$ cat config.mk
export PLATFORM = sky130hd
export DESIGN_NAME = pte_run_gen
export DESIGN_NICKNAME = d
export VERILOG_FILES = /design/src/rtl/pte_run_gen.sv
export SDC_FILE = /design/constraint.sdc
export NUM_CORES = 1
export LEC_CHECK = 0
export BUFFER_PORTS_ARGS = -buffer_cell sky130_fd_sc_hd__buf_2
export CAP_MARGIN = 40
export CORE_AREA = 2 2 130 259
export DETAILED_ROUTE_END_ITERATION = 12
export DIE_AREA = 0 0 132 261
export HOLD_SLACK_MARGIN = 0.15
export PLACE_DENSITY_LB_ADDON = 0.12
export SKIP_CTS_REPAIR_TIMING = 1
export SLEW_MARGIN = 25
export SYNTH_ARGS = -nofsm -noshare
export SYNTH_HDL_FRONTEND = slang
export SYNTH_SLANG_ARGS = --single-unit
$ cat constraint.sdc
create_clock -name clk -period 3.5 [get_ports clk]
set_input_delay 0.7 -clock clk [delete_from_list [all_inputs] [get_ports clk]]
set_output_delay 0.7 -clock clk [all_outputs]
set_load 0.05 [all_outputs]
$ cat src/rtl/pte_run_gen.sv
module pte_run_gen #(
  parameter int ADDR_W = 48,
  parameter int CNT_W  = 16,
  localparam int DATA_W = 64,
  localparam int STEP_B = DATA_W / 8
) (
  input  logic              clk,
  input  logic              rst_n,
  input  logic              start_i,
  input  logic [ADDR_W-1:0] dest_addr_i,
  input  logic [DATA_W-1:0] init_val_i,
  input  logic [DATA_W-1:0] incr_i,
  input  logic [DATA_W-1:0] or_mask_i,
  input  logic [CNT_W-1:0]  count_m1_i,
  output logic              wr_valid_o,
  input  logic              wr_ready_i,
  output logic [ADDR_W-1:0] wr_addr_o,
  output logic [DATA_W-1:0] wr_data_o,
  output logic              busy_o,
  output logic              done_o
);

  logic              busy_q, done_q;
  logic [ADDR_W-1:0] addr_q;
  logic [DATA_W-1:0] acc_q, incr_q, mask_q;
  logic [CNT_W-1:0]  left_q;
  logic              accept, last_beat;

  assign accept     = busy_q & wr_ready_i;
  assign last_beat  = accept & (left_q == '0);
  assign wr_valid_o = busy_q;
  assign busy_o     = busy_q;
  assign done_o     = done_q;
  assign wr_addr_o  = addr_q;
  assign wr_data_o  = mask_q | acc_q;

  always_ff @(posedge clk or negedge rst_n) begin
    if (!rst_n) begin
      busy_q <= 1'b0;
      done_q <= 1'b0;
      addr_q <= '0;
      acc_q  <= '0;
      incr_q <= '0;
      mask_q <= '0;
      left_q <= '0;
    end else begin
      done_q <= 1'b0;
      if (!busy_q) begin
        if (start_i) begin
          busy_q <= 1'b1;
          addr_q <= dest_addr_i;
          acc_q  <= init_val_i;
          incr_q <= incr_i;
          mask_q <= or_mask_i;
          left_q <= count_m1_i;
        end
      end else if (last_beat) begin
        busy_q <= 1'b0;
        done_q <= 1'b1;
      end else if (accept) begin
        addr_q <= addr_q + ADDR_W'(STEP_B);
        acc_q  <= acc_q + incr_q;
        left_q <= left_q - 1'b1;
      end
    end
  end

  AST_RESET_IDLE: assert property (@(posedge clk) !rst_n |=> !wr_valid_o && !done_o);

  AST_HOLD_STABLE: assert property (@(posedge clk) disable iff (!rst_n)
    wr_valid_o && !wr_ready_i |=> wr_valid_o && $stable(wr_addr_o) && $stable(wr_data_o));

  AST_ADDR_STEP: assert property (@(posedge clk) disable iff (!rst_n)
    wr_valid_o && wr_ready_i && !last_beat |=> wr_valid_o && wr_addr_o == $past(wr_addr_o) + ADDR_W'(STEP_B));

  AST_DONE_PULSE: assert property (@(posedge clk) disable iff (!rst_n)
    done_o |=> !done_o);

  AST_DONE_IDLE: assert property (@(posedge clk) disable iff (!rst_n)
    done_o |-> !busy_o && !wr_valid_o);

  AST_START_IGNORED: assert property (@(posedge clk) disable iff (!rst_n)
    busy_o && start_i && !wr_ready_i |=> $stable(wr_addr_o) && $stable(wr_data_o));

endmodule

# Word-level counts from Yosys, hierarchy flattened
# Index checks and enable logic that the tools add are counted.
# op_classes
addsub,3
n_eq_ne,2
mux,17
bitwise_logic,4
n_reduce_logical,4
# ops
operator,count
64-bit 2-to-1 mux,4
48-bit 2-to-1 mux,4
64-bit adder,1
16-bit 2-to-1 mux,4
64-bit bitwise OR,1
48-bit by 4-bit adder with 48-bit output (second input constant),1
16-bit zero test,1
16-bit by 1-bit subtractor with 16-bit output (second input constant),1
1-bit 2-to-1 mux,5
3-bit AND reduction,1
1-bit AND,2
2-bit by 1-bit != test with 1-bit output (second input constant),1
2-bit != test (second input constant),1
2-bit AND reduction,1
2-bit nonzero test,1
1-bit inverter,1
# totals
regBits,258
input_bits,260
wordCells,37

# Depth between registers and ports, before layout
# logic_depth
depth_word,4
depth_mapped,12

# Least setup slack after synthesis
# No wires, ideal clock.
# synth_timing
path_kind,register to register
startpoint,reg acc_q[0]
endpoint,reg acc_q[60]
setup_time_ns,0.083
t_arrival_ns,3.126
path_slack_ns,0.292
path_stages_with_launch,13
n_path_buf,0
period_less_slack_ns,3.208
path_cell_list,dfrtp_1 > ha_1 > fa_1 > a211oi_1 > nor2_1 > o31ai_2 > a2111oi_4 > o311a_4 > a31o_2 > a31oi_2 > o22ai_1 > mux2_2 > o21ai_0
# synth_between
elab_chain_cells,4
# synth_lines
element,line,text
from (decl),25,"logic [DATA_W-1:0] acc_q, incr_q, mask_q;"
from (signal assigned),52,acc_q <= init_val_i;
from (signal assigned),62,acc_q <= acc_q + incr_q;
64-bit adder,62,
64-bit 2-to-1 mux,60,end else if (accept) begin
64-bit 2-to-1 mux,57,end else if (last_beat) begin
64-bit 2-to-1 mux,48,if (!busy_q) begin
# Every way passes these cells. The select of a mux whose other input is x is not followed.
# A chain may end at the register's enable or synchronous reset.

# Worst setup path after layout
# Same ends and word-level chain as after synthesis.

==> run summary <==
clk sink count: 258
register area: 6460 µm²
area of the multi-input gates: 8780 µm²
DRT antenna net count: 0
min cycle time layout: 3.34 ns
Final Wtd Congestion: 0.928
complex-gate fraction of the synthesized area: 19.0%
total track usage: 27.6%
Post-route DRC: 0
DR iter-0 viols: 984
most used flip-flop cell after synthesis: dfrtp_1
status: completed
Gate Count Post-Synth: 1940
DR pass1 iterations: 5
H-tree depth: 1
Critical Path Source: acc_q[0]$_DFFE_PN0P_
worst r2r src: acc_q[0]$_DFFE_PN0P_
Post-Syn Area: 15700 µm²
critical-path cell list: ha_2 -> fa_2 -> a211oi_2 -> nor2_2 -> o31ai_2 -> buf_4 -> a2111oi_4 -> o311a_4 -> a31o_2 -> a31oi_2 -> buf_4 -> o22ai_1 -> mux2_2 -> o21ai_0
crit-path max FO: 5
initial cell density of the core: 48.1%
main combinational cell family by area after synthesis: simple AND/OR/NAND/NOR gates
CTS tree: done
most frequent CP cell: buf_4
CP endpoint kind: register
routed vias/inst: 5.51
Worst-Skew Late Latency: 0.56 ns
worst hold margin: 0.104 ns
global route overflow: 0
core footprint: 32600 µm²
pin count of the biggest net entering global routing: 151
final WL: 48500 µm
post-synth top area cell: dfrtp_1
adder-cell share of the synthesized area: 5.31%
Setup Skew: 0.0240 ns
drt wl/cell: 17.8 µm
DIE WIDTH: 132 µm
Seq/Total Area, Yosys: 41.2%
I/O pin total: 375
Pwr Total: 14700 µW
nets@finish: 2597
vias in the first global route: 14414
Max Clock Freq: 300 MHz
IO Port Bufs: 374
initial antenna violation count: 4
Fillers: 3050
ranking of synthesized cells by area: dfrtp_1 41%, nand2_1 13%, a21oi_1 6.1%
clock tree buffer depth: 3
share of cells above drive strength 1: 24.8%
final setup TNS: 0 ns
maximum vdd drop: 0.526 mV
#FFs+latches synth: 258
Clk pin slew, worst setup/hold paths: 0.07 ns
first-pass GRT wire length: 77100 µm
final slew viol count: 0
Simple-Gate Fraction of Synth Area: 25.2%
syn_nets: 2266
Leak: 0.00976 µW
Via Count: 15031
layout overhead on the synthesized area: 22.1%
critical path type: register to register
Die Y: 261 µm
Period Utilization, post-route: 95.3%
TritonCTS Buffers: 26
Cell Pwr Density: 769 nW/µm²
top cell type's share of synthesized area: 41.2%
Slew headroom: 45.3%
maxcap violations: 0
Setup violations, final: 0
Post-synth EDFFs: 0
mux contribution to synthesized area: 2.89%
critical path's largest stage delay: 0.41 ns
startpoint types: register
HPWL after DPL: 35000 µm
Avg Cell Area, Syn: 8.09 µm²
Req. time, crit path: 3.97 ns
clock root buffer: clkbuf_16
synth warn: 0
Netlist cell types: 80
Final Hold Viols: 0
RSZ-0062 raised after global routing: no
ys async rst share: 100%
Die Area: 34500 µm²
Synth Area in XOR/XNOR: 2.85%
Site Rows: 94
CP arrival: 3.80 ns
Worst-Margin Slew: 0.821 ns
min-delay worst type: input pin to asynchronous set/reset pin
Crit-path slowest cell: o311a_4
[critical path: cells and delay by family (launching register included)]
kind,cells,cell delay (ns)
AO/OA/AOI/OAI,8,1.57
adder cells (fa/ha/maj),2,0.56
buffers and inverters,2,0.35
flip-flops,1,0.39
multiplexers,1,0.27
AND/OR/NAND/NOR,1,0.09
[power by group]
| group | internal (µW) | switching (µW) |
|---|---|---|
| Clock | 1810 | 1260 |
| Sequential | 3670 | 652 |
| Combinational | 2720 | 4620 |
[layout make-up]
class,count,share of cell area [%]
Timing Repair Buffer,412,12.0
Inverter,36,0.706
Tap cell,432,2.82
Sequential cell,258,33.7
Multi-Input combinational cell,1537,45.8
Antenna cell,3,0.0392
Clock inverter,13,0.915
Clock buffer,35,3.95
[metal layers]
| layer | global-route usage (%) | up-vias | wire length [µm] |
|---|---|---|---|
| li1 | - | 7363 | - |
| met1 | 37.8 | 7038 | 21000 |
| met2 | 44.3 | 542 | 22400 |
| met3 | 5.23 | 84 | 3540 |
| met4 | 9.51 | 4 | 1520 |
| met5 | 0 | - | 21 |
[per-stage QoR]
step	worst slack, ns	utilization, %	instances	area (µm²)
floorplan	0.292	-	1940	15700
global placement	0.0635	55.6	2674	18100
detailed placement	0.0615	55.6	2674	18100
CTS	0.0250	58.5	2722	19000
global route	0.0129	58.8	2723	19100
finish	0.164	58.8	2726	19200
[state kept, by name, summed over array words and instances, names as in the netlist]
register and cells:
left_q 16, done_o 1, wr_addr_o 48, incr_q 64, mask_q 64, acc_q 64
busy_o 1
[cells by family (layout without fill, tap and decap cells)]
logic type | count (synthesis) | count (layout)
other | 0 | 3
muxes | 45 | 45
xor gates and xnor gates | 51 | 51
AOI/OAI and AO/OA | 484 | 484
DFF | 258 | 258
buffers and inverters | 145 | 496
adders and majority gates | 66 | 66
and+or+nand+nor | 891 | 891
[cells in the mapped netlist (16+ instances only)]
library cell / count
nand2_1: 538
dfrtp_1: 258
a21oi_1: 192
nor2_1: 114
o21ai_0: 111
clkbuf_1: 92
or2_2: 70
ha_1: 65
mux2i_1: 43
nand3_1: 41
a21o_1: 39
xnor2_1: 37
inv_1: 35
nand4_1: 32
o22ai_1: 30
o21bai_1: 24
and3_1: 17
nor3_1: 16
[path summary, 6_finish.rpt]
path	slack (ns)	cells after the start	end
min in group clk	0.33	3	wr_addr_o[0]$_DFFE_PN0P_
setup reg to reg	0.16	14	acc_q[60]$_DFFE_PN0P_
max in group asynchronous	2.56	2	left_q[15]$_DFFE_PN0P_
setup / recovery	0.16	14	acc_q[60]$_DFFE_PN0P_
hold reg to reg	0.47	2	mask_q[3]$_DFFE_PN0P_
hold / removal	0.10	1	mask_q[18]$_DFFE_PN0P_
[cell usage in the layout, fill, tap and decap left out, drive strengths merged, types with 5 or more instances in the layout]
master | netlist | layout
a21boi | 6 | 6
and2 | 9 | 9
nor2 | 114 | 114
nand2 | 539 | 539
mux2i | 43 | 43
a21oi | 192 | 192
buf | 15 | 412
nor3 | 16 | 16
and3 | 17 | 17
o21a | 6 | 6
o21bai | 24 | 24
a31oi | 10 | 10
clkinv | 0 | 5
a211oi | 14 | 14
nand3 | 41 | 41
nor4 | 6 | 6
o211ai | 7 | 7
o22ai | 30 | 30
ha | 65 | 65
a21o | 39 | 39
o31ai | 6 | 6
and4 | 5 | 5
nand2b | 7 | 7
nor2b | 7 | 7
nand4 | 32 | 32
o21ai | 112 | 112
or2 | 70 | 70
xor2 | 14 | 14
clkbuf | 94 | 35
xnor2 | 37 | 37
a221o | 5 | 5
dfrtp | 258 | 258
inv | 36 | 36
or3 | 14 | 14
No activity file was read; power rests on OpenSTA's default activity.
